<file path="src/rtl/fic_pkg.sv">
package fic_pkg;
    localparam int B_TX_EMPTY    = 0;
    localparam int B_TX_LOW      = 1;
    localparam int B_TX_FULL     = 2;
    localparam int B_TX_OVR      = 3;
    localparam int B_RX_EMPTY    = 4;
    localparam int B_RX_HIGH     = 5;
    localparam int B_RX_FULL     = 6;
    localparam int B_DONE_STOP   = 19;
    localparam int B_SLV_DONE    = 20;
    localparam int B_ARB_LOST    = 24;
    localparam int B_BUS_ERR     = 25;
    localparam int B_DONE_NOSTOP = 28;

    localparam logic [31:0] CLEARABLE  = 32'h131F_007F;
    localparam logic [31:0] MASK_BITS  = 32'h1FFF_FFFF;
    localparam logic [31:0] LEVEL_BITS = 32'h0000_0077;

    localparam int CTRL_TX_FLUSH = 7;
    localparam int CTRL_RX_FLUSH = 8;

    typedef enum logic [3:0] {
        A_CTRL  = 4'd0,
        A_TXD   = 4'd1,
        A_RXD   = 4'd2,
        A_TXTH  = 4'd3,
        A_RXTH  = 4'd4,
        A_MASK  = 4'd5,
        A_RAW   = 4'd6,
        A_MSTAT = 4'd7,
        A_CLEAR = 4'd8,
        A_LEVEL = 4'd9
    } reg_addr_e;

    typedef enum logic [1:0] {
        FL_IDLE = 2'd0,
        FL_HOLD = 2'd1,
        FL_WIPE = 2'd2
    } flush_state_e;
endpackage

</file>
<file path="src/rtl/fic_fifo.sv">
module fic_fifo #(
    parameter int DEPTH = 16,
    parameter int W     = 8,
    localparam int AW   = $clog2(DEPTH),
    localparam int CW   = AW + 1
) (
    input  logic          clk,
    input  logic          rst_n,
    input  logic          push,
    input  logic          pop,
    input  logic          wipe,
    input  logic [W-1:0]  din,
    output logic [W-1:0]  dout,
    output logic [CW-1:0] count,
    output logic          empty,
    output logic          full
);
    logic [W-1:0]  mem [DEPTH];
    logic [AW-1:0] wr_ptr;
    logic [AW-1:0] rd_ptr;
    logic          do_push;
    logic          do_pop;

    assign empty   = (count == '0);
    assign full    = (count == CW'(DEPTH));
    assign do_push = push && !full;
    assign do_pop  = pop && !empty;
    assign dout    = mem[rd_ptr];

    always_ff @(posedge clk) begin
        if (do_push && !wipe) begin
            mem[wr_ptr] <= din;
        end
    end

    always_ff @(posedge clk) begin
        if (!rst_n || wipe) begin
            wr_ptr <= '0;
            rd_ptr <= '0;
            count  <= '0;
        end else begin
            if (do_push) begin
                wr_ptr <= wr_ptr + 1'b1;
            end
            if (do_pop) begin
                rd_ptr <= rd_ptr + 1'b1;
            end
            count <= count + CW'(do_push) - CW'(do_pop);
        end
    end

    // a full queue never grows past its depth
    a_r6_full_holds: assert property (@(posedge clk) disable iff (!rst_n)
        (full && push && !pop && !wipe) |=> full);

    // popping an empty queue leaves it empty
    a_r2_pop_empty: assert property (@(posedge clk) disable iff (!rst_n)
        (empty && pop && !push) |=> empty);
endmodule

</file>
<file path="src/rtl/fic_flush.sv">
module fic_flush
    import fic_pkg::*;
#(
    parameter int FLUSH_LAT = 4,
    localparam int NW       = $clog2(FLUSH_LAT + 1)
) (
    input  logic clk,
    input  logic rst_n,
    input  logic start,
    output logic busy,
    output logic wipe
);
    flush_state_e state, state_nx;
    logic [NW-1:0] hold_cnt;

    always_ff @(posedge clk) begin
        if (!rst_n) begin
            state <= FL_IDLE;
        end else begin
            state <= state_nx;
        end
    end

    always_ff @(posedge clk) begin
        if (!rst_n || state != FL_HOLD) begin
            hold_cnt <= '0;
        end else begin
            hold_cnt <= hold_cnt + 1'b1;
        end
    end

    always_comb begin
        state_nx = state;
        unique case (state)
            FL_IDLE: if (start) state_nx = FL_HOLD;
            FL_HOLD: if (hold_cnt == NW'(FLUSH_LAT - 1)) state_nx = FL_WIPE;
            FL_WIPE: state_nx = FL_IDLE;
            default: state_nx = FL_IDLE;
        endcase
    end

    always_comb begin
        busy = (state != FL_IDLE);
        wipe = (state == FL_WIPE);
    end

    // a flush always passes through the wipe state before going idle
    a_r12_wipe_before_idle: assert property (@(posedge clk) disable iff (!rst_n)
        (state == FL_HOLD && state_nx == FL_IDLE) |-> 1'b0);
endmodule

</file>
<file path="src/rtl/fic_irq.sv">
module fic_irq
    import fic_pkg::*;
#(
    parameter bit HAS_NOSTOP_DONE = 1'b1
) (
    input  logic        clk,
    input  logic        rst_n,
    input  logic [31:0] level_vec,
    input  logic        ev_ovr,
    input  logic        ev_done,
    input  logic        ev_stop,
    input  logic        ev_slave,
    input  logic        ev_arb,
    input  logic        ev_berr,
    input  logic        mask_we,
    input  logic        clr_we,
    input  logic [31:0] wdata,
    output logic [31:0] raw,
    output logic [31:0] mask,
    output logic [31:0] mstat,
    output logic        irq
);
    logic [31:0] sticky;
    logic [31:0] set_vec;
    logic [31:0] clr_vec;

    always_comb begin
        set_vec = '0;
        set_vec[B_TX_OVR]   = ev_ovr;
        set_vec[B_SLV_DONE] = ev_slave;
        set_vec[B_ARB_LOST] = ev_arb;
        set_vec[B_BUS_ERR]  = ev_berr;
        if (ev_done) begin
            if (HAS_NOSTOP_DONE && !ev_stop) begin
                set_vec[B_DONE_NOSTOP] = 1'b1;
            end else begin
                set_vec[B_DONE_STOP] = 1'b1;
            end
        end
        clr_vec = clr_we ? (wdata & CLEARABLE) : '0;
    end

    always_ff @(posedge clk) begin
        if (!rst_n) begin
            sticky <= '0;
            mask   <= '0;
            irq    <= 1'b0;
        end else begin
            sticky <= (sticky & ~clr_vec) | set_vec;
            if (mask_we) begin
                mask <= wdata & MASK_BITS;
            end
            irq <= |mstat;
        end
    end

    assign raw   = sticky | (level_vec & LEVEL_BITS);
    assign mstat = raw & mask;

    generate
        if (HAS_NOSTOP_DONE) begin : g_nostop
            // done without stop lands on its own bit
            a_r7_nostop_bit: assert property (@(posedge clk) disable iff (!rst_n)
                (ev_done && !ev_stop) |=> raw[B_DONE_NOSTOP]);
        end else begin : g_stop_only
            // without the variant every done reports on the stop bit
            a_r8_folded_done: assert property (@(posedge clk) disable iff (!rst_n)
                ev_done |=> (raw[B_DONE_STOP] && !raw[B_DONE_NOSTOP]));
        end
    endgenerate

    // arbitration loss is latched
    a_r7_arb_sticky: assert property (@(posedge clk) disable iff (!rst_n)
        ev_arb |=> raw[B_ARB_LOST]);

    // clearing a sticky bit with no new event leaves it low
    a_r9_clear_arb: assert property (@(posedge clk) disable iff (!rst_n)
        (clr_we && wdata[B_ARB_LOST] && !ev_arb) |=> !raw[B_ARB_LOST]);

    // the line only rises after a masked bit was set
    a_r11_irq_cause: assert property (@(posedge clk) disable iff (!rst_n)
        $rose(irq) |-> $past(|(raw & mask)));
endmodule

</file>
<file path="src/rtl/fifo_irq_ctrl.sv">
module fifo_irq_ctrl
    import fic_pkg::*;
#(
    parameter int DEPTH           = 16,
    parameter int FLUSH_LAT       = 4,
    parameter bit HAS_NOSTOP_DONE = 1'b1,
    localparam int CW             = $clog2(DEPTH) + 1,
    localparam int THR_MAX        = (DEPTH / 2 - 1 > 15) ? 15 : DEPTH / 2 - 1,
    localparam int TX_THR_RST     = (1 > THR_MAX) ? THR_MAX : 1,
    localparam int RX_THR_RST     = (8 > THR_MAX) ? THR_MAX : 8
) (
    input  logic        clk,
    input  logic        rst_n,
    input  logic        reg_wr,
    input  logic        reg_rd,
    input  logic [3:0]  reg_addr,
    input  logic [31:0] reg_wdata,
    output logic [31:0] reg_rdata,
    input  logic        bus_tx_pop,
    output logic [7:0]  bus_tx_byte,
    input  logic        bus_rx_push,
    input  logic [7:0]  bus_rx_byte,
    input  logic        ev_done,
    input  logic        ev_stop,
    input  logic        ev_slave_done,
    input  logic        ev_arb_lost,
    input  logic        ev_bus_err,
    output logic        irq_o
);
    reg_addr_e   addr;
    logic        sel_ctrl, sel_txd, sel_rxd, sel_txth, sel_rxth, sel_mask, sel_clr;
    logic [3:0]  tx_thr, rx_thr;
    logic        tx_busy, rx_busy, tx_wipe, rx_wipe;
    logic [7:0]  tx_dout, rx_dout;
    logic [CW-1:0] tx_cnt, rx_cnt;
    logic        tx_empty, tx_full, rx_empty, rx_full;
    logic        tx_wr_ok, tx_ovr, rx_rd_ok;
    logic [31:0] level_vec, raw, mask, mstat, rd_mux;

    assign addr     = reg_addr_e'(reg_addr);
    assign sel_ctrl = reg_wr && addr == A_CTRL;
    assign sel_txd  = reg_wr && addr == A_TXD;
    assign sel_rxd  = reg_rd && addr == A_RXD;
    assign sel_txth = reg_wr && addr == A_TXTH;
    assign sel_rxth = reg_wr && addr == A_RXTH;
    assign sel_mask = reg_wr && addr == A_MASK;
    assign sel_clr  = reg_wr && addr == A_CLEAR;

    assign tx_wr_ok = sel_txd && !tx_busy;
    assign tx_ovr   = tx_wr_ok && tx_full;
    assign rx_rd_ok = sel_rxd && !rx_busy;

    function automatic logic [3:0] cap_thr(input logic [3:0] v);
        return (int'(v) > THR_MAX) ? 4'(THR_MAX) : v;
    endfunction

    always_ff @(posedge clk) begin
        if (!rst_n) begin
            tx_thr <= 4'(TX_THR_RST);
            rx_thr <= 4'(RX_THR_RST);
        end else begin
            if (sel_txth) tx_thr <= cap_thr(reg_wdata[3:0]);
            if (sel_rxth) rx_thr <= cap_thr(reg_wdata[3:0]);
        end
    end

    fic_flush #(.FLUSH_LAT(FLUSH_LAT)) u_tx_flush (
        .clk(clk), .rst_n(rst_n),
        .start(sel_ctrl && reg_wdata[CTRL_TX_FLUSH]),
        .busy(tx_busy), .wipe(tx_wipe)
    );

    fic_flush #(.FLUSH_LAT(FLUSH_LAT)) u_rx_flush (
        .clk(clk), .rst_n(rst_n),
        .start(sel_ctrl && reg_wdata[CTRL_RX_FLUSH]),
        .busy(rx_busy), .wipe(rx_wipe)
    );

    fic_fifo #(.DEPTH(DEPTH), .W(8)) u_tx_q (
        .clk(clk), .rst_n(rst_n),
        .push(tx_wr_ok), .pop(bus_tx_pop && !tx_busy), .wipe(tx_wipe),
        .din(reg_wdata[7:0]), .dout(tx_dout), .count(tx_cnt),
        .empty(tx_empty), .full(tx_full)
    );

    fic_fifo #(.DEPTH(DEPTH), .W(8)) u_rx_q (
        .clk(clk), .rst_n(rst_n),
        .push(bus_rx_push && !rx_busy), .pop(rx_rd_ok), .wipe(rx_wipe),
        .din(bus_rx_byte), .dout(rx_dout), .count(rx_cnt),
        .empty(rx_empty), .full(rx_full)
    );

    assign bus_tx_byte = tx_empty ? 8'h00 : tx_dout;

    always_comb begin
        level_vec = '0;
        level_vec[B_TX_EMPTY] = tx_empty;
        level_vec[B_TX_LOW]   = 32'(tx_cnt) <= 32'(tx_thr);
        level_vec[B_TX_FULL]  = tx_full;
        level_vec[B_RX_EMPTY] = rx_empty;
        level_vec[B_RX_HIGH]  = 32'(rx_cnt) >= 32'(rx_thr);
        level_vec[B_RX_FULL]  = rx_full;
    end

    fic_irq #(.HAS_NOSTOP_DONE(HAS_NOSTOP_DONE)) u_irq (
        .clk(clk), .rst_n(rst_n), .level_vec(level_vec),
        .ev_ovr(tx_ovr), .ev_done(ev_done), .ev_stop(ev_stop),
        .ev_slave(ev_slave_done), .ev_arb(ev_arb_lost), .ev_berr(ev_bus_err),
        .mask_we(sel_mask), .clr_we(sel_clr), .wdata(reg_wdata),
        .raw(raw), .mask(mask), .mstat(mstat), .irq(irq_o)
    );

    always_comb begin
        rd_mux = '0;
        case (addr)
            A_CTRL: begin
                rd_mux[CTRL_TX_FLUSH] = tx_busy;
                rd_mux[CTRL_RX_FLUSH] = rx_busy;
            end
            A_RXD:   rd_mux = (rx_busy || rx_empty) ? '0 : 32'(rx_dout);
            A_TXTH:  rd_mux = 32'(tx_thr);
            A_RXTH:  rd_mux = 32'(rx_thr);
            A_MASK:  rd_mux = mask;
            A_RAW:   rd_mux = raw;
            A_MSTAT: rd_mux = mstat;
            A_LEVEL: rd_mux = (32'(rx_cnt) << 8) | 32'(tx_cnt);
            default: rd_mux = '0;
        endcase
    end

    always_ff @(posedge clk) begin
        if (!rst_n) begin
            reg_rdata <= '0;
        end else if (reg_rd) begin
            reg_rdata <= rd_mux;
        end
    end

    // a finished flush leaves its queue empty
    a_r12_tx_flush_empty: assert property (@(posedge clk) disable iff (!rst_n)
        $fell(tx_busy) |-> tx_empty);
    a_r12_rx_flush_empty: assert property (@(posedge clk) disable iff (!rst_n)
        $fell(rx_busy) |-> rx_empty);

    // an overrun write leaves the TX count unchanged
    a_r6_ovr_no_growth: assert property (@(posedge clk) disable iff (!rst_n)
        (tx_ovr && !bus_tx_pop) |=> $stable(tx_cnt));

    // thresholds never exceed the cap
    a_r5_thr_capped: assert property (@(posedge clk) disable iff (!rst_n)
        (32'(tx_thr) <= THR_MAX) && (32'(rx_thr) <= THR_MAX));
endmodule

</file>
<file path="config.mk">
export PLATFORM = sky130hd
export DESIGN_NAME = fifo_irq_ctrl
export DESIGN_NICKNAME = d
export VERILOG_FILES = /design/src/rtl/fic_pkg.sv /design/src/rtl/fic_fifo.sv /design/src/rtl/fic_flush.sv /design/src/rtl/fic_irq.sv /design/src/rtl/fifo_irq_ctrl.sv
export SDC_FILE = /design/constraint.sdc
export NUM_CORES = 1
export LEC_CHECK = 0
export BUFFER_PORTS_ARGS = -buffer_cell sky130_fd_sc_hd__buf_2
export CAP_MARGIN = 5
export CORE_MARGIN = 4
export CORE_UTILIZATION = 50
export DETAILED_ROUTE_END_ITERATION = 10
export PLACE_DENSITY = 0.73
export SLEW_MARGIN = 20
export SYNTH_ARGS = -nofsm -noshare
export SYNTH_HDL_FRONTEND = slang
export SYNTH_HIERARCHICAL = 1
export SYNTH_SLANG_ARGS = --single-unit
</file>
<file path="constraint.sdc">
create_clock -name clk -period 4.62 [get_ports clk]
set_input_delay 0.462 -clock clk [delete_from_list [all_inputs] [get_ports clk]]
set_output_delay 0.462 -clock clk [all_outputs]
set_load 0.02 [all_outputs]
</file>
# Word-level counts from Yosys, hierarchy flattened
# Memory sizes are Yosys's and may differ from the RTL's. A register that Yosys moved wholly into a read port is not among the register bits.
# Cells that the tools add are included.
# totals
inputBits	55
memories	2
ram_bits	256
reg_bits	138
out_inout_bits	41
# classes
eq_ne	23
n_lt_le_gt_ge	3
mux	25
bitwise_logic	6
n_reduce_logical	44
n_addsub	10
# mem_list
memory	words	width	rd	rd_clocked_by_memory_dff	wr	line_no	source
u_rx_q.mem	16	8	1	1	1	fic_fifo.sv:18	logic [W-1:0] mem [DEPTH];
u_tx_q.mem	16	8	1	1	1	fic_fifo.sv:18	
# ops
operator	n
$pmux 23 s5	1
$pmux 7 s7	1
$and 32x29->32	1
$and 32x32->32	1
$not 32->32	1
$or 32x29->32	1
$or 32x7->32	1
$reduce_or 32->1	1
$mux 29	1
$logic_and 1x1->1	20
$mux 4	5
$add 4x1->4 const B	4
$eq 4x3->1 const B	4
$mux 8	2
$or 13x5->13	1
$ne 2x1->1 const B	6
$pmux 2 s6	1
$add 5x1->5	2
$eq 5x5->1 const B	2
$logic_not 5->1	2
$sub 5x1->5	2
$logic_not 1->1	9
$eq 4x2->1 const B	2
$eq 4x4->1 const B	2
16 further kinds	38

# Longest topological paths before layout
# Gate-level depths: netlist of run 1.
# depth
word_depth	7
ltp_mapped	16
depth_no_buf	13

# Hierarchy
# The synthesis of run 1 kept the hierarchy.
# by_module_without_submodules
mod	seq_area_each_um2	cells_per_inst	area_each_um2	n_inst
fic_fifo at u_rx_q	4184.0	312	5826.8	1
fic_fifo at u_tx_q	4184.0	310	5789.3	1
fifo_irq_ctrl	800.8	346	2677.6	1
fic_irq	900.9	224	2067.0	1
fic_flush	100.1	21	200.2	2

# Worst setup path before layout of run 1
# Ideal clock, no wire load.
# synth_path
path_type	input to register
start	input port reg_addr[0]
end	register u_tx_q.count[4]
setup_time_ps	70
path_stages	16
required_ps	4550
setup_slack_ps	1280
arrival_ps	3270
cell_sequence	buf_2 > nor2b_1 > buf_2 > nand2_1 > nor4_1 > and2_1 > clkbuf_1 > inv_1 > ha_1 > inv_1 > ha_1 > fa_1 > a21oi_1 > nor2_1 > or3_1 > a21oi_1
# synth_between
elab_chain_len	6
# synth_lines
element	line_no	source
start: declaration	fifo_irq_ctrl.sv:16	input logic [3:0] reg_addr,
$eq 4x1->1	fifo_irq_ctrl.sv:42	assign sel_txd = reg_wr && addr == A_TXD;
$logic_and 1x1->1	fifo_irq_ctrl.sv:42	
$logic_and 1x1->1	fifo_irq_ctrl.sv:49	assign tx_wr_ok = sel_txd && !tx_busy;
via tx_wr_ok	fifo_irq_ctrl.sv:37	logic tx_wr_ok, tx_ovr, rx_rd_ok;
$logic_and 1x1->1	fic_fifo.sv:26	assign do_push = push && !full;
$add 5x1->5	fic_fifo.sv:48	count <= count + CW'(do_push) - CW'(do_pop);
$sub 5x1->5	fic_fifo.sv:48	
end signal: assignment	fic_fifo.sv:48	
end: declaration	fic_fifo.sv:14	output logic [CW-1:0] count,
# The timed path passes the listed nets, and every way through them passes these cells.
# A chain may end at the register's enable or synchronous reset.

==> impl_results.md, run 1 <==
* Max-slew violations at 0
* CTS tree: done
* Critical path destination: bus_tx_byte[2]
* Least-Margin Pin Slew at between 1 and 1.5 ns
* Cell Pwr Density at 453.6 nW/µm²
* FF-to-FF End: u_tx_q/count[4]
* Cell Area, Synth at between 15000 and 20000 µm²
* IO Pins at 96
* Reg-to-reg setup timing slack at ~1.5 ns
* Critical Path End Type: primary output
* Dpl hpwl at between 20000 and 25000 µm
* Data required time of the critical path at 4.16 ns
* WL final at ~35000 µm
* Reg2Reg Depth at 13
* Endpoints failing hold at 0
* Layout Skew at approximately 0.023 ns
* Post-CTS Hold Fix Bufs at 0
* Global-route wire length before repair at about 55000 µm
* Highest clock rate at about 300 MHz
* Worst r2r src: u_tx_flush/state[0]
* Layout Nets at 1403
* DRT iter0 DRCs at between 600 and 700
* Max FO, Critical Path at 22
* Layout cells sized above 1 at between 15 and 20%
* Status: finished clean
* Die Span Y at ~190 µm
* Critical path start-end classification: flop to primary output
* CP arrival at a little under 3 ns
* Tot Pwr at 8493 µW
* RD Place Congestion at ~0.9
* Fin crit period at roughly 3.4 ns
* RSZ-0062 raised after global routing: false
* Synthesized area per cell at 13.59 µm²
* Vias in the first global route at 9902
* Max clock buf depth at 3
* Synthesis-to-finish area growth at 11.72%
* CTS Sinks at between 300 and 400
* CTS root buf: clkbuf_16
* Min-delay src: reg_wdata[16]
* DRC at 0
* TritonRoute pass-1 iters at 5
* Total grt overflow at 0
* Fin crit share at between 70% and 80%
* Setup Viol. Count Final at 0
* Initial antenna violation count at 1
* Ys Warns at 6
* P_leak at around 0.0068 µW
* Number of CTS-inserted buffers at a little over 40
* Post-CTS Setup Repair Bufs at 0
* Largest net degree at the start of global routing at 53
* Mapped Cells at 1233
* Avg Vias per Cell at between 5 and 6
* Post-route setup TNS at 0 ns
* Cell chain of the critical path: buf_4, mux4_1, a22oi_1, nand2_1, nor2b_1, buf_2
* Skew-Pair Late Insertion Delay at between 0.5 and 0.6 ns
* Die width at around 190 µm
* DR WL/cell at 19.81 µm
* Worst vdd ir at approximately 0.33 mV
* Total core area at between 30000 and 40000 µm²
* Post-detailed-route count of antenna-violating nets at 0
* Max Cap Viol at 0
* GRT Util Overall at approximately a fifth
* H-Tree Level Count at 2
* PortBufs at between 90 and 100
* Reg clk slew, reported paths at roughly 0.060 ns
* Initial core utilization at 51.11%
* Crit-path slowest cell: mux4_1
* CTS resizes at 0
* Standard-cell rows at 66
* Die area at about 37000 µm²
* Delay of the slowest critical-path stage at roughly 0.63 ns
* Routed vias at 10.01k
* Worst min path class: primary input to flop
* Slew margin rel. at 26.41%
* Crit path launch type: flop
metal layers:
layer  wire [µm]  global-route usage (%)
met1       15020                   25.57
met4         603                   4.696
met5          13                       0
met3        1934                   3.305
met2       17820                   33.00
area by class of cell:
type	count	area (µm²)
repair buffers	103	563.0
flip-flops and latches	385	10270
well taps	442	553.0
clock buffers	51	1094
clock inverters	24	302.8
diodes	1	2.502
multi-input cells	734	5756
inverters	47	176.4
fillers	2603	14060
state kept, by name, summed over array words and instances (netlist names), named ones only:
| name | cells |
|---|---|
| tx_thr | 4 |
| u_irq/irq | 1 |
| u_rx_q/rd_ptr | 4 |
| u_tx_q/rd_ptr | 4 |
| u_tx_flush/hold_cnt | 3 |
| u_tx_flush/state | 2 |
| u_irq/mask | 29 |
| u_tx_q/count | 5 |
| reg_rdata | 32 |
| u_rx_q/count | 5 |
| u_tx_q/mem | 128 |
| u_rx_flush/hold_cnt | 3 |
| rx_thr | 4 |
| u_rx_q/wr_ptr | 4 |
| u_tx_q/wr_ptr | 4 |
| u_rx_q/mem | 128 |
| u_irq/sticky | 15 |
| u_rx_flush/state | 2 |
worst min path at each step:
stage                        endpoint  slack (ns)  cells after the start
5_1_grt              u_irq/sticky[16]        0.11                      2
3_3_place_gp   u_tx_flush/hold_cnt[0]        0.41                      1
4_1_cts              u_irq/sticky[16]        0.11                      2
6_report             u_irq/sticky[16]        0.12                      2
2_1_floorplan  u_rx_flush/hold_cnt[0]        0.40                      1
3_5_place_dp   u_rx_flush/hold_cnt[0]        0.41                      1
metrics by stage:
stage               util (%)  setup WS, ns  hold slack, ns  instance area (µm²)  std cells
finish                 57.11         1.265          0.1233                18720       1787
floorplan                  -         1.280          0.3992                16890       1269
global route           57.10         1.143          0.1122                18720       1786
global placement       52.76         1.057          0.4075                17300       1710
detailed placement     52.84         1.031          0.4116                17320       1711
CTS                    57.10         1.218          0.1114                18720       1786
cell usage in the layout (no fill, tap or decap), types with 7 or more instances in the layout:
cell       instances
nor2b_1           23
a21oi_1           52
edfxtp_1         256
nand3b_1           8
nor2_1           124
mux4_1            28
nor4_1             7
nand2b_1          10
clkbuf_1           7
and3_1             9
dfxtp_1          125
clkbuf_16         41
ha_1              34
a22oi_1           37
clkinv_1           7
nand3_1           17
buf_4             10
o21ai_0           35
mux2i_1           58
buf_2             92
inv_1             45
a22o_1             8
and2_1            19
conb_1            37
mux4_2            36
nand2_1           84
xor2_1            12
power by group:
part	switching, µW	total [µW]	internal, µW
sequential	134	3910	3770
clock	1330	3320	1980
combinational	690	1270	582
critical path, delay by kind of cell, from the launching register on:
kind	cells	cell delay (ns)
AO/OA/AOI/OAI	1	0.30
buffers and inverters	2	0.62
flip-flops	1	0.56
multiplexers	1	0.63
AND/OR/NAND/NOR	2	0.23
No activity file was read; power rests on OpenSTA's default activity.
==> run 2: changes to the inputs <==
Clock period 4.62 ns to 3.3 ns, I/O delays scaled along.
==> impl_results.md, run 2 (synthesis results as in run 1) <==
* Routed vias at 10.07k (was 10.01k)
* DP Cell Count at 1745 (was 1711)
* WL final at 35180 µm (was 35400 µm)
* CTS resizes at 0 (unchanged)
* Worst slack, placed at 0.2352 ns (was 1.031 ns)
* Critical path buffers and inverters at 2 (unchanged)
* Die area at 36510 µm² (unchanged)
* Cell Pwr Density at 618.1 nW/µm² (was 453.6 nW/µm²)
* Critical path start-end classification: flop to primary output (unchanged)
* PortBufs at 92 (unchanged)
* Max clock buf depth at 3 (unchanged)
* Max Cap Viol at 0 (unchanged)
* CP arrival at 2.67 ns (was 2.89 ns)
* TritonRoute pass-1 iters at 5 (unchanged)
* Endpoints failing hold at 0 (unchanged)
* Post-CTS Setup Repair Bufs at 0 (unchanged)
* Number of CTS-inserted buffers at 41 (unchanged)
* P_leak at 0.006935 µW (was 0.006781 µW)
* Fin crit period at about 3 ns
* DRT iter0 DRCs at 650 (was 661)
* Die Span Y at 191.1 µm (unchanged)
* RD Place Congestion at 0.8632 (was 0.8936)
* Fin crit share at between 90% and 100%
* RSZ-0062 raised after global routing: false (unchanged)
* Min-delay src: ev_slave_done (was reg_wdata[16])
* FILL cells at 2557 (was 2603)
* Register area at 10270 µm² (about the same)
* Dpl hpwl at 23710 µm (was 23350 µm)
* Leading registers by flop count: u_rx_q/mem (128), u_tx_q/mem (128), reg_rdata (32) (unchanged)
* Setup Viol. Count Final at 0 (unchanged)
* DRC at 0 (unchanged)
* Most frequent cells in the layout: edfxtp_1, dfxtp_1, nor2_1 (unchanged)
* Slew margin rel. at 46.71% (was 26.41%)
* IO Pins at 96 (unchanged)
* Data required time of the critical path at 2.97 ns (was 4.16 ns)
* Kind of cell adding the most delay to the critical path: flip-flops (was multiplexers)
* Total grt overflow at 0 (unchanged)
* Max FO, Critical Path at 15 (was 22)
* Worst min path class: primary input to flop (unchanged)
* Post-Layout Cell Count at 1823 (was 1787)
* Die width at 191.1 µm (unchanged)
* Standard-cell rows at 66 (unchanged)
* Largest net degree at the start of global routing at 53 (unchanged)
* GRT Util Overall at 19.32% (was 19.16%)
* Area of the multi-input gates at 5756 µm² (unchanged)
* Tot Pwr at 11680 µW (was 8493 µW)
* Post-route setup TNS at 0 ns (unchanged)
* Initial antenna violation count at 2 (was 1)
* H-Tree Level Count at 2 (unchanged)
* CTS Sinks at 385 (unchanged)
* Global-route wire length before repair at 55500 µm (was 55100 µm)
* Post-detailed-route count of antenna-violating nets at 0 (unchanged)
* Worst vdd ir at 0.4979 mV (was 0.3278 mV)
* Cell chain of the critical path: buf_4, mux4_2, a22oi_1, nand2_1, nor2b_1, buf_2 (was buf_4, mux4_1, a22oi_1, nand2_1, nor2b_1, buf_2)
* Layout cells sized above 1 at 18.91% (was 17.26%)
* DR WL/cell at 19.30 µm (was 19.81 µm)
* Delay of the slowest critical-path stage at 0.61 ns (was 0.63 ns)
* Post-CTS Hold Fix Bufs at 2 (was 0)
* Layout Nets at 1439 (was 1403)
* Initial core utilization at 51.11% (unchanged)
* Crit-path slowest cell: dfxtp_2 (was mux4_1)
* Vias in the first global route at 9972 (was 9902)
* Worst r2r src: u_rx_q/count[2] (was u_tx_flush/state[0])
* Synthesis-to-finish area growth at 12.81% (was 11.72%)
* Highest clock rate at 333.1 MHz
* CTS tree: done (unchanged)
* Least-Margin Pin Slew at 0.7977 ns (was 1.100 ns)
* Status: finished clean (unchanged)
* Avg Vias per Cell at 5.523 (was 5.600)
* Setup ws final at 0.2980 ns (was 1.265 ns)
* Max-slew violations at 0 (unchanged)
* Total core area at 32780 µm² (unchanged)
* Critical Path End Type: primary output (unchanged)
* Crit path launch type: flop (unchanged)
* Commonest non-fill, non-tap cell in the layout: edfxtp_1 (unchanged)
* Skew-Pair Late Insertion Delay at 0.53 ns (was 0.54 ns)
* Reg clk slew, reported paths at 0.06 ns (about the same)
* Layout Skew at 0.01513 ns (was 0.02273 ns)
* CTS root buf: clkbuf_16 (unchanged)
==> run 2: cell count changes in the layout (fill, tap and decap cells not counted), sizes merged <==
cell,previous run,this run
bufinv,5,2
clkbuf,51,55
dlygate4sd3,0,2
buf,103,137
clkinvlp,3,2
==> run 2: power by group <==
group / switching (µW) / total (µW) / internal, µW
clock: 1810 / 4410 / 2600
sequential: 145 / 5430 / 5280
combinational: 1010 / 1850 / 847
total: 2960 / 11700 / 8720
==> run 2: path summary, 6_finish.rpt <==
| check | slack, ns | cells after the start | end |
|---|---|---|---|
| setup / recovery | 0.30 | 6 | bus_tx_byte[5] |
| hold / removal | 0.02 | 3 | u_irq/sticky[20] |
| hold reg to reg | 0.42 | 1 | u_tx_flush/hold_cnt[0] |
| setup reg to reg | 0.30 | 13 | u_rx_q/count[4] |
==> run 2: final cells by class <==
type | count | share of cell area, %
sequential | 385 | 54.34
clock inverter | 20 | 0.9134
multi-input combinational | 734 | 30.45
timing repair buffer | 139 | 4.395
inverter | 47 | 0.9333
clock buffer | 55 | 6.030
antenna | 1 | 0.01324
tap | 442 | 2.926
==> run 2: per-layer routing <==
metal | track usage [%] | up-vias | share of wire, % | wire, µm
met4 | 6.271 | 2 | 3.0 | 1041
met1 | 26.23 | 4967 | 42 | 14880
met5 | 0 | - | 0.037 | 13
li1 | - | 4737 | - | -
met2 | 32.31 | 296 | 49 | 17270
met3 | 2.922 | 66 | 5.6 | 1970
==> run 2: worst min-delay path, stage by stage <==
cell,delay [ns]
buf_2,0.08
a21oi_1,0.03
nor2_1,0.07
==> run 2: through the flow <==
step                      area [µm²]  hold slack [ns]  utilization (%)
after floorplan                16890           0.3992                -
after global placement         17570           0.4078            53.59
after detailed placement       17570           0.4201            53.59
after CTS                      18900         0.003795            57.65
after global routing           18900         0.007914            57.66
final                          18900          0.02079            57.66
